==> src/rtl/tmon_pkg.sv <==
package tmon_pkg;
    localparam int unsigned DEF_CNT_W = 8;
    localparam int unsigned DEF_SYNC_STAGES = 2;

    typedef enum logic {
        PH_IDLE = 1'b0,
        PH_LOW  = 1'b1
    } phase_e;

    typedef enum logic {
        FL_CLEAR = 1'b0,
        FL_SET   = 1'b1
    } flag_e;
endpackage

==> src/rtl/tmon_sync.sv <==
module tmon_sync #(
    parameter int unsigned STAGES = 2
) (
    input  logic clk,
    input  logic rst_n,
    input  logic din,
    output logic dout
);
    logic [STAGES-1:0] chain_q;

    generate
        if (STAGES == 1) begin : g_single
            always_ff @(posedge clk or negedge rst_n) begin
                if (!rst_n) chain_q <= 1'b1;
                else        chain_q <= din;
            end
        end else begin : g_multi
            always_ff @(posedge clk or negedge rst_n) begin
                if (!rst_n) chain_q <= '1;
                else        chain_q <= {chain_q[STAGES-2:0], din};
            end
        end
    endgenerate

    assign dout = chain_q[STAGES-1];
endmodule

==> src/rtl/tmon_accum.sv <==
module tmon_accum
    import tmon_pkg::*;
#(
    parameter int unsigned CNT_W = 8
) (
    input  logic             clk,
    input  logic             rst_n,
    input  logic             pin_low,
    input  logic             tick,
    input  logic             rd_timer,
    output logic [CNT_W-1:0] count
);
    localparam logic [CNT_W-1:0] CNT_MAX = {CNT_W{1'b1}};
    localparam logic [CNT_W-1:0] CNT_ONE = {{(CNT_W-1){1'b0}}, 1'b1};

    phase_e           phase_q, phase_d;
    logic [CNT_W-1:0] count_q, count_d;
    logic             first_edge;

    // Phase register
    always_ff @(posedge clk or negedge rst_n) begin
        if (!rst_n) phase_q <= PH_IDLE;
        else        phase_q <= phase_d;
    end

    always_comb begin
        phase_d = phase_q;
        unique case (phase_q)
            PH_IDLE: if (pin_low)  phase_d = PH_LOW;
            PH_LOW:  if (!pin_low) phase_d = PH_IDLE;
            default: phase_d = PH_IDLE;
        endcase
    end

    assign first_edge = (phase_q == PH_IDLE) && pin_low;

    // Accumulator next value: read reload beats first-edge unit beats tick
    always_comb begin
        count_d = count_q;
        if (rd_timer) begin
            count_d = pin_low ? CNT_ONE : '0;
        end else if (first_edge && (count_q == '0)) begin
            count_d = CNT_ONE;
        end else if (tick && pin_low && (count_q != CNT_MAX)) begin
            count_d = count_q + CNT_ONE;
        end
    end

    always_ff @(posedge clk or negedge rst_n) begin
        if (!rst_n) count_q <= '0;
        else        count_q <= count_d;
    end

    assign count = count_q;

    p_saturate_r6: assert property (@(posedge clk) disable iff (!rst_n)
        (count_q == CNT_MAX && !rd_timer) |=> (count_q == CNT_MAX));

    p_read_reload_r4: assert property (@(posedge clk) disable iff (!rst_n)
        rd_timer |=> (count_q <= CNT_ONE));

    p_single_step_r3: assert property (@(posedge clk) disable iff (!rst_n)
        !rd_timer |=> (({1'b0, count_q} <= ({1'b0, $past(count_q)} + 1'b1))
                       && (count_q >= $past(count_q))));
endmodule

==> src/rtl/tmon_flag.sv <==
module tmon_flag
    import tmon_pkg::*;
#(
    parameter int unsigned CNT_W = 8
) (
    input  logic             clk,
    input  logic             rst_n,
    input  logic [CNT_W-1:0] count,
    input  logic [CNT_W-1:0] limit,
    input  logic             mask,
    input  logic             rd_timer,
    input  logic             rd_status,
    output logic             status,
    output logic             alert_n
);
    flag_e flag_q, flag_d;
    logic  over;
    logic  alert_n_q;

    assign over = (count > limit);

    always_ff @(posedge clk or negedge rst_n) begin
        if (!rst_n) flag_q <= FL_CLEAR;
        else        flag_q <= flag_d;
    end

    always_comb begin
        flag_d = flag_q;
        unique case (flag_q)
            FL_CLEAR: if (over && !rd_timer) flag_d = FL_SET;
            FL_SET: begin
                if (rd_timer)                flag_d = FL_CLEAR;
                else if (rd_status && !over) flag_d = FL_CLEAR;
            end
            default: flag_d = FL_CLEAR;
        endcase
    end

    // Output register
    always_ff @(posedge clk or negedge rst_n) begin
        if (!rst_n) alert_n_q <= 1'b1;
        else        alert_n_q <= !((flag_d == FL_SET) && !mask);
    end

    assign status  = (flag_q == FL_SET);
    assign alert_n = alert_n_q;

    p_over_sets_r7: assert property (@(posedge clk) disable iff (!rst_n)
        (over && !rd_timer) |=> status);

    p_sticky_r9: assert property (@(posedge clk) disable iff (!rst_n)
        (status && !rd_timer && !rd_status) |=> status);

    p_timer_read_clears_r4: assert property (@(posedge clk) disable iff (!rst_n)
        rd_timer |=> !status);
endmodule

==> src/rtl/tmon_top.sv <==
module tmon_top
    import tmon_pkg::*;
#(
    parameter int unsigned CNT_W       = DEF_CNT_W,
    parameter int unsigned SYNC_STAGES = DEF_SYNC_STAGES
) (
    input  logic             clk,
    input  logic             rst_n,
    input  logic             throttle_n,
    input  logic             tick,
    input  logic [CNT_W-1:0] limit,
    input  logic             mask,
    input  logic             rd_timer,
    input  logic             rd_status,
    output logic [CNT_W-1:0] timer_q,
    output logic             status,
    output logic             alert_n
);
    logic pin_sync;
    logic pin_low;

    tmon_sync #(.STAGES(SYNC_STAGES)) u_sync (
        .clk   (clk),
        .rst_n (rst_n),
        .din   (throttle_n),
        .dout  (pin_sync)
    );

    assign pin_low = !pin_sync;

    tmon_accum #(.CNT_W(CNT_W)) u_accum (
        .clk      (clk),
        .rst_n    (rst_n),
        .pin_low  (pin_low),
        .tick     (tick),
        .rd_timer (rd_timer),
        .count    (timer_q)
    );

    tmon_flag #(.CNT_W(CNT_W)) u_flag (
        .clk       (clk),
        .rst_n     (rst_n),
        .count     (timer_q),
        .limit     (limit),
        .mask      (mask),
        .rd_timer  (rd_timer),
        .rd_status (rd_status),
        .status    (status),
        .alert_n   (alert_n)
    );

    p_alert_needs_flag_r8: assert property (@(posedge clk) disable iff (!rst_n)
        !alert_n |-> status);

    p_mask_holds_alert_r8: assert property (@(posedge clk) disable iff (!rst_n)
        $past(mask) |-> alert_n);
endmodule

==> config.mk <==
export PLATFORM = sky130hd
export DESIGN_NAME = tmon_top
export DESIGN_NICKNAME = d
export VERILOG_FILES = /design/src/rtl/tmon_pkg.sv /design/src/rtl/tmon_sync.sv /design/src/rtl/tmon_accum.sv /design/src/rtl/tmon_flag.sv /design/src/rtl/tmon_top.sv
export SDC_FILE = /design/constraint.sdc
export NUM_CORES = 1
export LEC_CHECK = 0
export ABC_AREA = 1
export ABC_CLOCK_PERIOD_IN_PS = 3550
export BUFFER_PORTS_ARGS = -buffer_cell sky130_fd_sc_hd__buf_2
export CAP_MARGIN = 20
export CORE_ASPECT_RATIO = 1.1
export CORE_MARGIN = 3
export CORE_UTILIZATION = 40
export CTS_CLUSTER_DIAMETER = 100
export DETAILED_ROUTE_END_ITERATION = 8
export GPL_TIMING_DRIVEN = 1
export PLACE_DENSITY = 0.63
export REMOVE_ABC_BUFFERS = 1
export SLEW_MARGIN = 40
export SYNTH_ARGS = -nofsm -noshare
export SYNTH_HDL_FRONTEND = slang
export SYNTH_SLANG_ARGS = --single-unit
==> constraint.sdc <==
create_clock -name clk -period 3.55 [get_ports clk]
set_clock_uncertainty 0.15 [all_clocks]
set_input_delay 0.355 -clock clk [delete_from_list [all_inputs] [get_ports clk]]
set_output_delay 0.355 -clock clk [all_outputs]
set_load 0.01 [all_outputs]
# After elaboration in Yosys (flattened, before gate mapping)
# Index checks and enable logic that the tools add are counted.
# W data, S select, Z words.
op_classes:
  n_mux: 9
  add_sub_neg: 1
  bitwise_logic: 2
  magnitude_cmp: 1
  n_reduce_logical: 14
  n_eq_ne: 1
op_table:
  columns: ["cell", "count"]
  rows:
  - ["$mux W8", 3]
  - ["$add A8 B1 Y8 const B", 1]
  - ["$gt A8 B8 Y1", 1]
  - ["$logic_not A8 Y1", 1]
  - ["$ne A8 B8 Y1 const B", 1]
  - ["$logic_and A1 B1 Y1", 7]
  - ["$logic_not A1 Y1", 5]
  - ["$mux W1", 5]
  - ["$reduce_bool A3 Y1", 1]
  - ["$not A1 Y1", 2]
  - ["$pmux W1 S2", 1]
totals:
  output_inout_bits: 10
  register_bits: 13

# Logic depth before layout (Yosys ltp)
# Gate-level depths: netlist of the first run.
logic_depth:
  word_depth: 8
  mapped_depth: 12

# Cells and area by module
# From an unflattened synthesis of the first run, not the netlist that was laid out.
unflattened:
  hier_cells: 130
  area_unflattened_um2: 937.1
by_module_without_submodules:
  columns: ["mod", "cells_each", "instances", "area_per_inst_um2"]
  rows:
  - ["tmon_accum", 82, 1, 580.6]
  - ["tmon_flag", 45, 1, 300.3]
  - ["tmon_sync", 2, 1, 52.6]
  - ["tmon_top", 1, 1, 3.8]

# Worst setup path after synthesis of the first run
# No wires, ideal clock.
synth_timing:
  path_type: "register to register"
  from: "register u_accum.count_q[0], in the netlist u_accum.count[0]"
  to: "register u_accum.count_q[3], in the netlist u_accum.count[3]"
  t_required_ps: 3279
  path_slack_ps: 1994
  setup_ps: 121
  arrival_ps: 1284
  stages_incl_launch_ff: 9
  cell_sequence: "dfrtp_1 ha_1 nand2_1 nor2_4 nand2_2 nand2_4 nor2_1 xor2_1 nor2_1"
synth_via:
  elab_chain_cells: 4
  word_cells_on_any_way: 9
synth_lines:
  columns: ["item", "line_no", "text"]
  rows:
  - ["from (decl)", "tmon_accum.sv:17", "logic [CNT_W-1:0] count_q, count_d;"]
  - ["from (signal assigned)", "tmon_accum.sv:51", "else count_q <= count_d;"]
  - ["$add A8 B1 Y8 / $logic_not A8 Y1 (equally long branches)", "tmon_accum.sv:45, tmon_accum.sv:42", null]
  - ["$mux W8 / $logic_and A1 B1 Y1 (equally long branches)", "tmon_accum.sv:44, tmon_accum.sv:42", null]
  - ["$mux W8", "tmon_accum.sv:42", "end else if (first_edge && (count_q == '0)) begin"]
  - ["$mux W8", "tmon_accum.sv:40", "if (rd_timer) begin"]
# Parallel ways exist; a longest one is shown, timed or not. The select of a mux whose other input is x is not followed.
# A chain may end at the register's enable or synchronous reset.

# Worst setup path after layout of the first run
# Same ends and word-level chain as after synthesis.

==> run summary, run 1 <==
## Finish
* **Filler Cell Count** 206
* **share of cells above drive strength 1** 23.6%
* **Final #Nets** 174
* **most used cells in the layout excluding fill and tap cells** nand2_1 (26), buf_2 (24), inv_1 (23)
* **antenna diode instance count** 0
* **P&R area growth vs syn** 20.0%
* **most frequent standard cell in the layout excluding fill and tap cells** nand2_1
* **non-filler instance count after layout** 176

## Floorplanning
* **horizontal die dimension** 51.3 um
* **Initial Utilization** 43.7%
* **Core Area** 0.00206 mm2
* **Rows** 17
* **number of top-level design ports** 25
* **vertical die dimension** 55.8 um
* **total die area** 0.00286 mm2

## Global route
* **initial antenna violation count** 0
* **global-route wire length before repair** 3310 um
* **leftover overflow at the end of global routing** 0
* **largest net degree at the start of global routing** 14
* **via count of the first global-routing pass** 748
* **Tot GR Track Use** 14.7%

## Clock network
* **CTS sink count** 13
* **CTS H-Tree Depth** 1
* **CTS clk-pin slew, worst paths** 80 ps
* **clock insertion delay at the later pin of the skew report** 280 ps
* **number of clock buffers inserted by TritonCTS** 3
* **setup repair bufs after CTS** 0
* **maximum buffer depth of the clock tree** 2
* **TritonCTS clock tree** built
* **library cell used as clock root buffer** clkbuf_4

## Placement
* **placed cells** 171
* **RePlAce Congestion** 0.863
* **count of buffers inserted at the top-level ports** 24
* **hpwl dp** 1490 um

## STA
* **Fin Setup TNS** 0 ps
* **clock period minus final worst setup slack** 1680 ps
* **max-slew headroom at the worst pin** 78.5%
* **Final Hold Violating Endpoints** 0
* **max frequency** 0.595 GHz
* **unrepaired setup endpoints after global routing** false
* **period utilization** 47.3%
* **Least-Margin Pin Slew** 322 ps
* **number of pins with negative max-slew slack in the final report** 0
* **setup-violating endpoint count in the final report** 0
* **worst hold slack** 21.0 ps

## Routing
* **Iter 0 DRT Violations** 27
* **via count** 834
* **total detailed-routing wirelength** 1910 um
* **average detailed-routed wire length per instance** 10.9 um
* **DRC violation count after routing** 0
* **Routed Antenna Nets** 0
* **iteration count of the initial detailed-routing pass** 4
* **via density per instance** 4.74

## Synthesis
* **synthesized area per cell** 7.52 um2
* **count of synthesis-stage warnings from yosys** 0
* **combined area of all synthesized cells** 902 um2
* **Seq/Total Area, Yosys** 36.5%
* **number of instances in the synthesized netlist** 120
* **flops & latches, synth** 13
* **number of distinct standard cells referenced by the synthesized netlist** 20

## Worst setup path
* **required time of the critical path** 3570 ps
* **Reg2Reg Setup Slack** 1870 ps
* **capturing element type of the critical path** flip-flop
* **critical path arrival** 1700 ps
* **kind of critical path** reg2reg
* **maximum net fanout on the critical path** 7
* **crit path launch type** flip-flop

## Power and ir drop
* **total leakage power** 0.614 nW
* **peak supply drop** 0.205 mV
* **total power after layout** 305 uW
* **pwr dens** 282 mW/mm2

## Run status
* **status** complete, no violations

## Hold path
* **hold crit path type** in2reg

## Flow run
* **number of violations of the max-capacitance limit** 0

-- state kept, by name, summed over array words and instances, names as in the netlist --
| name | count |
|---|---|
| u_sync.chain_q | 2 |
| u_accum.count | 8 |
| u_flag.alert_n | 1 |
| u_flag.status | 1 |
| u_accum.phase_q | 1 |
-- per-stage QoR --
stage	utilization [%]	cell area (um2)	setup slack, ps
6_report	52.5	1080	1870
5_1_grt	52.5	1080	1750
4_1_cts	52.5	1080	1890
3_5_place_dp	50.7	1050	1910
3_3_place_gp	50.7	1050	1890
2_1_floorplan	-	891	1990
-- area by class of cell --
class | instances | area, um2 | area share (%)
Tap cell | 28 | 35.0 | 3.24
Timing Repair Buffer | 25 | 130 | 12.0
Clock buffer | 4 | 26.3 | 2.43
Multi-Input combinational cell | 83 | 475 | 43.9
Sequential cell | 13 | 329 | 30.4
Inverter | 23 | 86.3 | 7.98
-- cell usage after synthesis --
cell	count	area [um2]
nand2_1	26	97.6
inv_1	23	86.3
nor2_1	18	67.6
nand3_1	11	55.1
dfrtp_1	10	250
ha_1	10	125
a21oi_1	4	20.0
dfstp_2	3	78.8
nand4_1	2	12.5
nor2_4	2	22.5
xor2_1	2	17.5
a21o_1	1	7.51
a31o_2	1	8.76
buf_6	1	11.3
nand2_2	1	6.26
nand2_4	1	11.3
nor3_1	1	5.00
o21ai_0	1	5.00
o21ai_1	1	5.00
xnor2_1	1	8.76
-- worst max-delay path: stages, from the launching register on --
cell	delay [ps]
dfrtp_1	450
ha_1	240
nand2_1	120
nor2_4	60
nand2_2	130
nand2_4	90
nor2_1	120
xor2_1	160
nor2_1	50
-- where the power goes --
part           switching [mW]  internal [mW]
combinational          0.0301         0.0220
sequential            0.00634          0.154
clock                  0.0495         0.0436
total                  0.0860          0.219
-- repair_timing --
item	4_1_cts	5_1_grt
hold endpoints to repair	10	0
setup endpoints to repair	0	0
resized for setup	0	0
hold buffers	1	0
-- routing by layer --
layer / routed length [um] / vias up / track usage [%]
li1: - / 427 / -
met2: 904 / 31 / 22.3
met5: 0 / - / 0
met3: 97 / 5 / 1.61
met4: 34 / 0 / 5.62
met1: 877 / 371 / 21.2
-- kinds of logic (layout without fill, tap and decap cells) --
group,count (synthesis),after routing,synth area share (%)
simple gates,62,62,30.8
buf+inv,24,52,10.8
flops,13,13,36.5
fa+ha+maj,10,10,13.9
compound gates,8,8,5.13
xor+xnor,3,3,2.91
-- worst paths after layout --
kind                                              start                      endpoint  depth (start not counted)
max in group asynchronous                         rst_n   u_sync.chain_q[0]$_DFF_PN1_                          2
max                        u_accum.count[0]$_DFFE_PN0P_  u_accum.count[3]$_DFFE_PN0P_                          8
max reg2reg                u_accum.count[0]$_DFFE_PN0P_  u_accum.count[3]$_DFFE_PN0P_                          8
min reg2reg                 u_sync.chain_q[0]$_DFF_PN1_   u_sync.chain_q[1]$_DFF_PN1_                          0
min in group asynchronous                         rst_n  u_accum.count[2]$_DFFE_PN0P_                          2
min                                          throttle_n   u_sync.chain_q[0]$_DFF_PN1_                          1
Note: power is estimated with default switching activity, not from simulation.
==> run 2: changes to the inputs <==
- ABC_CLOCK_PERIOD_IN_PS: 3550 -> 1400
- PLACE_DENSITY: 0.63 -> 0.65
- clock period: 3.55 -> 1.4 ns (I/O delays scaled with it)
==> run 2 against run 1 <==
The flow now finishes with violations (negative setup slack). Sequential share of layout area down 7.9 points. Critical path depth is 1 higher. Utilization up 20 points. Sequential power increased to 2.6 times the previous value. Power rose to 3.0 times the previous value. Via count increased by 15%. Clock power grew to 2.7 times the previous value. Critical path type unchanged. Largest cell class unchanged.
==> run summary, run 2 (synthesis results as in run 1) <==
## Worst setup path
* **crit path launch type** flip-flop
* **first element of the critical path** u_accum.count[0]$_DFFE_PN0P_
* **critical path arrival** 1590 ps
* **number of cells on the worst reg-to-reg path** 9
* **reg-to-reg critical path startpoint** u_accum.count[0]$_DFFE_PN0P_
* **kind of critical path** reg2reg
* **capturing element type of the critical path** flip-flop
* **slowest cell on the critical path** dfrtp_2
* **ordered cell list for the critical path** inv_2 > ha_4 > inv_2 > nor2_1 > nand4_1 > nand2_2 > inv_2 > o21ai_1 > nor2_1
* **highest cell delay on the worst timing path** 450 ps
* **required time of the critical path** 1420 ps
* **maximum net fanout on the critical path** 3
* **most frequent CP cell** inv_2

## Clock network
* **CTS H-Tree Depth** 1
* **clock insertion delay at the later pin of the skew report** 290 ps
* **TritonCTS clock tree** built
* **number of clock buffers inserted by TritonCTS** 3
* **CTS clk-pin slew, worst paths** 90 ps
* **CTS sink count** 13
* **library cell used as clock root buffer** clkbuf_4
* **maximum buffer depth of the clock tree** 2

## STA
* **setup ws final** -166 ps
* **Least-Margin Pin Slew** 308 ps
* **Fin Setup TNS** -1430 ps
* **max frequency** 0.638 GHz
* **period utilization** 112%
* **number of pins with negative max-slew slack in the final report** 0
* **max-slew headroom at the worst pin** 79.5%
* **clock period minus final worst setup slack** 1570 ps
* **unrepaired setup endpoints after global routing** true
* **worst hold slack** 110 ps
* **Final Hold Violating Endpoints** 0
* **setup-violating endpoint count in the final report** 11

## Finish
* **antenna diode instance count** 0
* **Design Area, Final** 0.00149 mm2
* **final cell utilization of the core** 72.1%
* **max FFs per register** 8
* **share of cells above drive strength 1** 50.6%
* **P&R area growth vs syn** 64.9%
* **non-filler instance count after layout** 202
* **Final #Nets** 200
* **most used cells in the layout excluding fill and tap cells** nand2_1 (22), buf_2 (22), inv_1 (18), buf_4 (18), nor2_1 (12)

## Global route
* **leftover overflow at the end of global routing** 0
* **Tot GR Track Use** 18.3%
* **via count of the first global-routing pass** 901
* **largest net degree at the start of global routing** 14
* **global-route wire length before repair** 3980 um
* **initial antenna violation count** 0

## Power and ir drop
* **total leakage power** 0.782 nW
* **peak supply drop** 0.583 mV
* **pwr dens** 609 mW/mm2
* **total power after layout** 906 uW

## Placement
* **RePlAce Congestion** 0.875
* **count of buffers inserted at the top-level ports** 24
* **hpwl dp** 1690 um
* **placed cells** 182
* **Placement Setup Slack** -222 ps
* **area of placed instances** 0.00113 mm2

## Routing
* **DRC violation count after routing** 0
* **Routed Antenna Nets** 0
* **average detailed-routed wire length per instance** 12.7 um
* **via density per instance** 4.77
* **via count** 963
* **Iter 0 DRT Violations** 22
* **total detailed-routing wirelength** 2560 um
* **iteration count of the initial detailed-routing pass** 4

## Floorplanning
* **Rows** 17
* **total die area** 0.00286 mm2
* **horizontal die dimension** 51.3 um
* **vertical die dimension** 55.8 um
* **number of top-level design ports** 25
* **Initial Utilization** 43.7%
* **Core Area** 0.00206 mm2

## Run status
* **status** finished with violations
* **failing checks** negative setup slack

## Hold path
* **hold crit path type** in2async

## Flow run
* **number of violations of the max-capacitance limit** 0

## run 2: cell count changes in the layout (fill, tap and decap cells not counted), moves of 5 or more
cell     before  now
buf_4         0   18
inv_1        23   18
ha_1         10    5
dfrtp_1      10    5
inv_2         0    5
nor2_1       18   12
dfrtp_2       0    5
ha_4          0    5
buf_6         0    6
## run 2: cell type report
class | instances | area [um2]
Timing Repair Buffer | 51 | 363
Multi-Input combinational cell | 83 | 642
Inverter | 23 | 86.3
Clock buffer | 4 | 26.3
Sequential cell | 13 | 335
Fill cell | 155 | 576
Tap cell | 28 | 35.0
## run 2: path summary, 6_finish.rpt
path	end	slack (ps)
max reg2reg	u_accum.count[2]$_DFFE_PN0P_	-170
min in group clk	u_accum.count[1]$_DFFE_PN0P_	160
max	u_accum.count[2]$_DFFE_PN0P_	-170
max in group asynchronous	u_sync.chain_q[0]$_DFF_PN1_	690
min	u_flag.status$_DFF_PN0_	110
min reg2reg	u_sync.chain_q[1]$_DFF_PN1_	210
## run 2: routing by layer
| layer | GRT usage, % | vias to the layer above | part of all wire (%) | routed length, um |
|---|---|---|---|---|
| met3 | 2.14 | 4 | 5.2 | 134 |
| met5 | 0 | - | 0 | 0 |
| met1 | 21.5 | 446 | 40 | 1030 |
| met2 | 33.1 | 31 | 53 | 1360 |
| met4 | 6.74 | 0 | 1.2 | 30 |
| li1 | - | 482 | - | - |
## run 2: power by group
| group | internal, mW | switching (mW) | leakage, nW | total (mW) |
|---|---|---|---|---|
| registers | 0.391 | 0.0178 | 0.159 | 0.409 |
| clock network | 0.111 | 0.136 | 0.0150 | 0.247 |
| logic | 0.129 | 0.122 | 0.609 | 0.250 |
| total | 0.631 | 0.276 | 0.782 | 0.906 |
## run 2: critical path: cells and delay by family (launching register included)
family | cells | cell delay [ps]
and+or+nand+nor | 4 | 450
DFF | 1 | 450
adders and majority gates | 1 | 130
buffers and inverters | 3 | 190
AOI/OAI and AO/OA | 1 | 80
## run 2: what timing repair did
item | 4_1_cts | 5_1_grt
pin swaps | 4 | 11
hold buffers | 5 | 0
endpoints found under the setup margin | 10 | 11
gates resized for setup | 22 | 26
hold endpoints to repair | 16 | 0
setup buffers | 6 | 5
